===== src/rtl/pwm_pair_pkg.sv =====
package pwm_pair_pkg;
   localparam int ADDR_W = 3;
   localparam int NUM_CH = 2;

   typedef enum logic [ADDR_W-1:0] {
      RA_CNT_LO  = 3'd0,
      RA_CNT_HI  = 3'd1,
      RA_PER_LO  = 3'd2,
      RA_PER_HI  = 3'd3,
      RA_DUTY_LO = 3'd4,
      RA_DUTY_HI = 3'd5
   } reg_addr_e;

   // channel index within packed per-channel vectors
   localparam int CH_LO = 0;
   localparam int CH_HI = 1;

   // register index (0 = period, 1 = duty) and channel for a config address
   function automatic logic cfg_is_duty(input logic [ADDR_W-1:0] a);
      return a[2];
   endfunction

   function automatic logic cfg_is_hi(input logic [ADDR_W-1:0] a);
      return a[0];
   endfunction

   function automatic logic addr_is_cfg(input logic [ADDR_W-1:0] a);
      return (a >= RA_PER_LO) && (a <= RA_DUTY_HI);
   endfunction
endpackage


===== src/rtl/pwm_cnt_slice.sv =====
module pwm_cnt_slice #(
   parameter int DW = 8
) (
   input  logic          clk,
   input  logic          rst_n,
   input  logic          clr_i,
   input  logic          step_i,
   input  logic          wrap_i,
   output logic [DW-1:0] cnt_o
);
   initial begin
      if (DW < 2) $error("pwm_cnt_slice: DW must be at least 2");
   end

   logic [DW-1:0] cnt_q;
   logic [DW-1:0] cnt_d;

   always_comb begin
      cnt_d = cnt_q;
      if (clr_i)       cnt_d = '0;
      else if (step_i) cnt_d = wrap_i ? '0 : cnt_q + 1'b1;
   end

   always_ff @(posedge clk or negedge rst_n) begin
      if (!rst_n) cnt_q <= '0;
      else        cnt_q <= cnt_d;
   end

   assign cnt_o = cnt_q;
endmodule


===== src/rtl/pwm_cfg_regs.sv =====
module pwm_cfg_regs
   import pwm_pair_pkg::*;
#(
   parameter int DW = 8
) (
   input  logic                       clk,
   input  logic                       rst_n,
   input  logic                       wr_i,
   input  logic [ADDR_W-1:0]          addr_i,
   input  logic [DW-1:0]              wdata_i,
   output logic [NUM_CH-1:0][DW-1:0]  per_o,
   output logic [NUM_CH-1:0][DW-1:0]  duty_o
);
   logic [NUM_CH-1:0][DW-1:0] per_q;
   logic [NUM_CH-1:0][DW-1:0] duty_q;

   for (genvar ch = 0; ch < NUM_CH; ch++) begin : g_ch
      logic hit;
      assign hit = wr_i && addr_is_cfg(addr_i) && (int'(cfg_is_hi(addr_i)) == ch);

      always_ff @(posedge clk or negedge rst_n) begin
         if (!rst_n) begin
            per_q[ch]  <= '0;
            duty_q[ch] <= '0;
         end else if (hit) begin
            if (cfg_is_duty(addr_i)) duty_q[ch] <= wdata_i;
            else                     per_q[ch]  <= wdata_i;
         end
      end
   end

   assign per_o  = per_q;
   assign duty_o = duty_q;
endmodule


===== src/rtl/pwm_readback.sv =====
module pwm_readback
   import pwm_pair_pkg::*;
#(
   parameter int DW = 8
) (
   input  logic                       clk,
   input  logic                       rst_n,
   input  logic                       rd_i,
   input  logic [ADDR_W-1:0]          addr_i,
   input  logic [NUM_CH-1:0][DW-1:0]  cnt_i,
   input  logic [NUM_CH-1:0][DW-1:0]  per_i,
   input  logic [NUM_CH-1:0][DW-1:0]  duty_i,
   output logic [DW-1:0]              rdata_o
);
   logic [DW-1:0] snap_q;
   logic          snap_vld_q;
   logic [DW-1:0] rdata_q;
   logic [DW-1:0] sel;
   logic          rd_hi;

   assign rd_hi = rd_i && (addr_i == RA_CNT_HI);

   always_comb begin
      unique case (addr_i)
         RA_CNT_LO:  sel = snap_vld_q ? snap_q : cnt_i[CH_LO];
         RA_CNT_HI:  sel = cnt_i[CH_HI];
         RA_PER_LO:  sel = per_i[CH_LO];
         RA_PER_HI:  sel = per_i[CH_HI];
         RA_DUTY_LO: sel = duty_i[CH_LO];
         RA_DUTY_HI: sel = duty_i[CH_HI];
         default:    sel = '0;
      endcase
   end

   // capture lives exactly one cycle after an upper-byte read
   always_ff @(posedge clk or negedge rst_n) begin
      if (!rst_n) begin
         snap_q     <= '0;
         snap_vld_q <= 1'b0;
      end else begin
         snap_vld_q <= rd_hi;
         if (rd_hi) snap_q <= cnt_i[CH_LO];
      end
   end

   always_ff @(posedge clk or negedge rst_n) begin
      if (!rst_n)    rdata_q <= '0;
      else if (rd_i) rdata_q <= sel;
   end

   assign rdata_o = rdata_q;
endmodule


===== src/rtl/pwm_out_stage.sv =====
module pwm_out_stage
   import pwm_pair_pkg::*;
#(
   parameter int DW = 8
) (
   input  logic                       clk,
   input  logic                       rst_n,
   input  logic                       joined_i,
   input  logic [NUM_CH-1:0][DW-1:0]  cnt_i,
   input  logic [NUM_CH-1:0][DW-1:0]  duty_i,
   output logic                       pin_lo_o,
   output logic                       pin_lo_oe_o,
   output logic                       pin_hi_o,
   output logic                       pin_hi_oe_o
);
   localparam int WW = 2 * DW;

   logic [WW-1:0] cnt_w, duty_w;
   logic [NUM_CH-1:0] on_split;
   logic on_lo, on_hi;
   logic pin_lo_q, pin_hi_q, oe_lo_q, oe_hi_q;

   assign cnt_w  = {cnt_i[CH_HI],  cnt_i[CH_LO]};
   assign duty_w = {duty_i[CH_HI], duty_i[CH_LO]};

   for (genvar ch = 0; ch < NUM_CH; ch++) begin : g_cmp
      assign on_split[ch] = cnt_i[ch] < duty_i[ch];
   end

   assign on_lo = joined_i ? (cnt_w < duty_w) : on_split[CH_LO];
   assign on_hi = joined_i ? 1'b0 : on_split[CH_HI];

   always_ff @(posedge clk or negedge rst_n) begin
      if (!rst_n) begin
         pin_lo_q <= 1'b0;
         pin_hi_q <= 1'b0;
         oe_lo_q  <= 1'b0;
         oe_hi_q  <= 1'b0;
      end else begin
         pin_lo_q <= on_lo;
         pin_hi_q <= on_hi;
         oe_lo_q  <= 1'b1;
         oe_hi_q  <= !joined_i;
      end
   end

   assign pin_lo_o    = pin_lo_q;
   assign pin_hi_o    = pin_hi_q;
   assign pin_lo_oe_o = oe_lo_q;
   assign pin_hi_oe_o = oe_hi_q;
endmodule


===== src/rtl/pwm_pair.sv =====
module pwm_pair
   import pwm_pair_pkg::*;
#(
   parameter int DW = 8
) (
   input  logic              clk,
   input  logic              rst_n,
   input  logic              join_i,
   input  logic              tick_lo_i,
   input  logic              tick_hi_i,
   input  logic              bus_en_i,
   input  logic              bus_we_i,
   input  logic [ADDR_W-1:0] bus_addr_i,
   input  logic [DW-1:0]     bus_wdata_i,
   output logic [DW-1:0]     bus_rdata_o,
   output logic              pin_lo_o,
   output logic              pin_lo_oe_o,
   output logic              pin_hi_o,
   output logic              pin_hi_oe_o
);
   localparam int WW = 2 * DW;

   initial begin
      if (DW != 8) $error("pwm_pair: register port is byte wide, DW must be 8");
   end

   logic joined_q;
   logic wr, rd, wr_cnt_lo, wr_cnt_hi;
   logic [NUM_CH-1:0][DW-1:0] cnt, per, duty;
   logic [NUM_CH-1:0] clr, step, wrap;
   logic [WW-1:0] cnt_w, per_w;
   logic wrap_w;

   always_ff @(posedge clk or negedge rst_n) begin
      if (!rst_n) joined_q <= 1'b0;
      else        joined_q <= join_i;
   end

   assign wr        = bus_en_i && bus_we_i;
   assign rd        = bus_en_i && !bus_we_i;
   assign wr_cnt_lo = wr && (bus_addr_i == RA_CNT_LO);
   assign wr_cnt_hi = wr && (bus_addr_i == RA_CNT_HI);

   assign cnt_w  = {cnt[CH_HI], cnt[CH_LO]};
   assign per_w  = {per[CH_HI], per[CH_LO]};
   assign wrap_w = cnt_w >= per_w;

   // per-slice controls: split mode uses own strobe, joined mode chains
   always_comb begin
      clr[CH_LO]  = wr_cnt_lo;
      step[CH_LO] = tick_lo_i;
      wrap[CH_LO] = joined_q ? wrap_w : (cnt[CH_LO] >= per[CH_LO]);
      if (joined_q) begin
         clr[CH_HI]  = wr_cnt_lo;
         step[CH_HI] = tick_lo_i && (wrap_w || (cnt[CH_LO] == '1));
         wrap[CH_HI] = wrap_w;
      end else begin
         clr[CH_HI]  = wr_cnt_hi;
         step[CH_HI] = tick_hi_i;
         wrap[CH_HI] = cnt[CH_HI] >= per[CH_HI];
      end
   end

   for (genvar ch = 0; ch < NUM_CH; ch++) begin : g_slice
      pwm_cnt_slice #(.DW(DW)) u_slice (
         .clk    (clk),
         .rst_n  (rst_n),
         .clr_i  (clr[ch]),
         .step_i (step[ch]),
         .wrap_i (wrap[ch]),
         .cnt_o  (cnt[ch])
      );
   end

   pwm_cfg_regs #(.DW(DW)) u_cfg (
      .clk     (clk),
      .rst_n   (rst_n),
      .wr_i    (wr),
      .addr_i  (bus_addr_i),
      .wdata_i (bus_wdata_i),
      .per_o   (per),
      .duty_o  (duty)
   );

   pwm_readback #(.DW(DW)) u_rb (
      .clk     (clk),
      .rst_n   (rst_n),
      .rd_i    (rd),
      .addr_i  (bus_addr_i),
      .cnt_i   (cnt),
      .per_i   (per),
      .duty_i  (duty),
      .rdata_o (bus_rdata_o)
   );

   pwm_out_stage #(.DW(DW)) u_out (
      .clk         (clk),
      .rst_n       (rst_n),
      .joined_i    (joined_q),
      .cnt_i       (cnt),
      .duty_i      (duty),
      .pin_lo_o    (pin_lo_o),
      .pin_lo_oe_o (pin_lo_oe_o),
      .pin_hi_o    (pin_hi_o),
      .pin_hi_oe_o (pin_hi_oe_o)
   );
endmodule


===== config.mk =====
export PLATFORM = sky130hd
export DESIGN_NAME = pwm_pair
export DESIGN_NICKNAME = d
export VERILOG_FILES = /design/src/rtl/pwm_pair_pkg.sv /design/src/rtl/pwm_cnt_slice.sv /design/src/rtl/pwm_cfg_regs.sv /design/src/rtl/pwm_readback.sv /design/src/rtl/pwm_out_stage.sv /design/src/rtl/pwm_pair.sv
export SDC_FILE = /design/constraint.sdc
export NUM_CORES = 1
export LEC_CHECK = 0
export BUFFER_PORTS_ARGS = -buffer_cell sky130_fd_sc_hd__buf_2
export CORE_MARGIN = 2
export CORE_UTILIZATION = 55
export CTS_BUF_LIST = sky130_fd_sc_hd__clkbuf_2 sky130_fd_sc_hd__clkbuf_4 sky130_fd_sc_hd__clkbuf_8
export DETAILED_ROUTE_END_ITERATION = 7
export GPL_TIMING_DRIVEN = 0
export PLACE_DENSITY = 0.72
export SLEW_MARGIN = 20
export SYNTH_ARGS = -nofsm -noshare
export SYNTH_HDL_FRONTEND = slang
export SYNTH_SLANG_ARGS = --single-unit

===== constraint.sdc =====
create_clock -name clk -period 3.5 [get_ports clk]
set_clock_uncertainty 0.1 [all_clocks]
set_input_delay 0.7 -clock clk [delete_from_list [all_inputs] [get_ports clk]]
set_output_delay 0.7 -clock clk [all_outputs]
set_load 0.05 [all_outputs]

==> results.toml <==
[cts]
numCtsBuffers = 9
clk_latency_ns = 0.35
root_buffer = "clkbuf_8"
clockBufferDepth = 2
h-tree-depth = 3
post_cts_resized = 0
postCtsSetupBuffers = 0
numClockSinks = 70
cts_tree = "yes"
clkTransAtPathRegs_ns = 0.08
cts_hold_buf = 0

[critical_path]
cp-endpoint = "g_slice[1].u_slice.cnt_o[0]"
end_kind = "register"
crit_type = "reg2reg"
cp_slowest_cell = "dfrtp_1"
cp.buffers_inverters = 0
critPathTopFamily = "compound AO/OA/AOI/OAI gates"
reg2reg_setup_slack_ns = 0.58
crit_required_ns = 3.64
path_cells = "ha_1 -> a21oi_1 -> o21ai_0 -> a21oi_1 -> a41oi_1 -> nor2_1 -> nor2_2 -> mux2_2"
crit_start = "g_slice[1].u_slice.cnt_o[3]"
start_kind = "register"
crit_fanout = 8
r2r_end = "g_slice[1].u_slice.cnt_o[0]"
timing.rr.start = "g_slice[1].u_slice.cnt_o[3]"
arrival_ns = 3.06
critPathMaxStageDelay_ns = 0.50
reg2regPathDepth = 8
cp.depth = 8
path_common_cell = "a21oi_1"

[synthesis]
ys_seq_area_share_pct = 41.67
synth-edff-count = 0
ys_ff_latch = 70
synth.distinct_cells = 49
ys_async_sr_fraction_pct = 100.0
netlist_area_um2 = 4204
syn-num-nets = 511
synth-main-ff-cell = "dfrtp_1"
synth_cells = 457
ys_warn_count = 0
syn_area_per_cell_um2 = 9.199

[timing]
fin_setup_tns_ns = 0
grt_setup_unrepaired = "false"
period_needed_ns = 2.922
finalCritPeriodShare_pct = 83.49
worst_pin_slew_ns = 0.7818
setup_viol = 0
hold_violations = 0
fmax_ghz = 0.3422
max_slew_margin_pct = 47.48
slew_violations = 0
timing.final.ws_setup_ns = 0.5779

[floorplanning]
die-width_um = 91.43
core_um2 = 7331
start_util_pct = 57.35
die_h_um = 91.43
rows = 31
die_area_um2 = 8359
num_io_pins = 30

[power_and_ir_drop]
p_leak_nw = 2.283
p_per_area_nw_per_um2 = 614.1
vdd_ir_drop_max_uv = 386.8

[final_layout]
final_cell_mix = "nand2_1 (73), dfrtp_1 (70), o21ai_0 (51)"
drive_gt1_share_pct = 16.53
area_growth_pct = 12.53
ff_latch_area_um2 = 1752
layout_commonest_cell = "nand2_1"
antennaDiodeCount = 0
final_util_pct = 64.53
multi_input_area_um2 = 2248
n_fill_cell = 638
layout.nets = 551

[global_routing]
grt_max_degree = 49
grt_pass1_vias = 3454
antenna_found_initial = 0
grt_overflow = 0
grtUsageTotal_pct = 26.64
grt_pass1_wl_um = 17360

[drt]
drt_wl_total_um = 10440
drtAntennaViolNets = 0
drcViolationCount = 0
avgViaCountPerCell = 5.824
vias = 3500
drt_iter0_drc = 237
dr.pass1.iters = 5
wl_per_cell_um = 17.37

[outcome]
outcome = "complete, no violations"

[flow_run]
drv_cap = 0

[placement]
dpl.hpwl_um = 7908
gp_congestion = 0.8861
place_ws_ns = 0.6303
portBuffers = 28

[hold_path]
hold_class = "in2async"
state kept, by name, summed over array words and instances, names as in the netlist:
| signal | count |
|---|---|
| u_rb.snap_q | 8 |
| u_out.pin_hi_o | 1 |
| joined_q | 1 |
| g_slice.u_slice.cnt_o | 16 |
| u_cfg.per_o | 16 |
| u_rb.rdata_o | 8 |
| u_out.pin_lo_oe_o | 1 |
| u_rb.snap_vld_q | 1 |
| u_out.pin_hi_oe_o | 1 |
| u_cfg.duty_o | 16 |
| u_out.pin_lo_o | 1 |
synthesized netlist by cell type, types with 2 or more instances:
cell	n	share of area, %
a21o_1	4	0.71
nor2_1	17	1.5
clkbuf_1	10	0.89
a211o_1	2	0.42
inv_1	35	3.1
buf_2	4	0.48
nand2b_1	4	0.60
o22ai_1	2	0.30
nand2_1	73	6.5
o211ai_1	5	0.89
nand3_1	5	0.60
nor3_1	6	0.71
a21oi_1	22	2.6
or2_2	5	0.74
mux2_2	22	5.9
nor2b_1	12	1.8
and3_1	7	1.0
o21ai_1	5	0.60
nor4_1	2	0.30
o21a_1	4	0.71
dfrtp_1	70	42
o21ai_0	51	6.1
a22oi_1	3	0.54
nand4_1	3	0.45
a31oi_1	3	0.45
mux2i_1	10	2.4
ha_1	36	11
a22o_1	7	1.5
nor3b_1	4	0.71
a211oi_1	5	0.89
kinds of logic after synthesis:
kind of cell,Yosys count,synth area share [%]
and+or+nand+nor,143,15.86
AOI/OAI and AO/OA,122,17.80
DFF,70,41.67
buffers and inverters,51,4.851
adders and majority gates,36,10.71
muxes,33,8.810
other,1,0.08920
xor gates and xnor gates,1,0.2084
worst reg2reg max path: stages, from the launching register on:
cell and delay, ns:
dfrtp_1 0.50, ha_1 0.36, a21oi_1 0.27, o21ai_0 0.14, a21oi_1 0.40, a41oi_1 0.26
nor2_1 0.35, nor2_2 0.14, mux2_2 0.28
worst min path at each step:
stage | to | slack, ns | from | cells after the start
2_1_floorplan | g_slice[0].u_slice.cnt_o[0] | 0.30 | rst_n | 0
3_3_place_gp | u_rb.rdata_o[1] | 0.36 | u_rb.rdata_o[1] | 2
3_5_place_dp | u_rb.snap_q[4] | 0.36 | u_rb.snap_q[4] | 2
4_1_cts | g_slice[1].u_slice.cnt_o[7] | 0.15 | rst_n | 1
5_1_grt | g_slice[1].u_slice.cnt_o[7] | 0.17 | rst_n | 1
6_report | g_slice[1].u_slice.cnt_o[7] | 0.14 | rst_n | 1
metrics by stage:
stage | power [W] | hold WS [ns] | instance area (µm²) | cells
after floorplan | 0.001824 | 0.3044 | 4204 | 457
after global placement | 0.002079 | 0.3572 | 4468 | 584
after detailed placement | 0.002145 | 0.3643 | 4498 | 585
after CTS | 0.002902 | 0.1454 | 4731 | 601
after global routing | 0.003095 | 0.1674 | 4731 | 601
final | 0.002905 | 0.1408 | 4731 | 601
final cells by class:
type | count | share of cell area (%)
inverters | 36 | 2.856
repair buffers | 29 | 3.597
well taps | 99 | 2.618
clock inverters | 5 | 1.719
flip-flops and latches | 70 | 37.03
multi-input cells | 336 | 47.53
clock buffers | 11 | 3.200
plain buffers | 15 | 1.455
layer usage:
layer | wire (µm) | vias up | global-route usage (%)
met5 | 0 | - | 0
met4 | 378 | 0 | 13.64
met3 | 495 | 25 | 3.485
met2 | 4807 | 113 | 41.54
met1 | 4760 | 1677 | 36.28
li1 | - | 1685 | -
power breakdown:
group	internal [W]	leakage, nW	switching (W)
sequential	0.000989	0.884	0.000191
clock	0.000440	0.116	0.000321
combinational	0.000392	1.28	0.000572
total	0.00182	2.28	0.00108
Note: power is estimated with default switching activity, not from simulation.
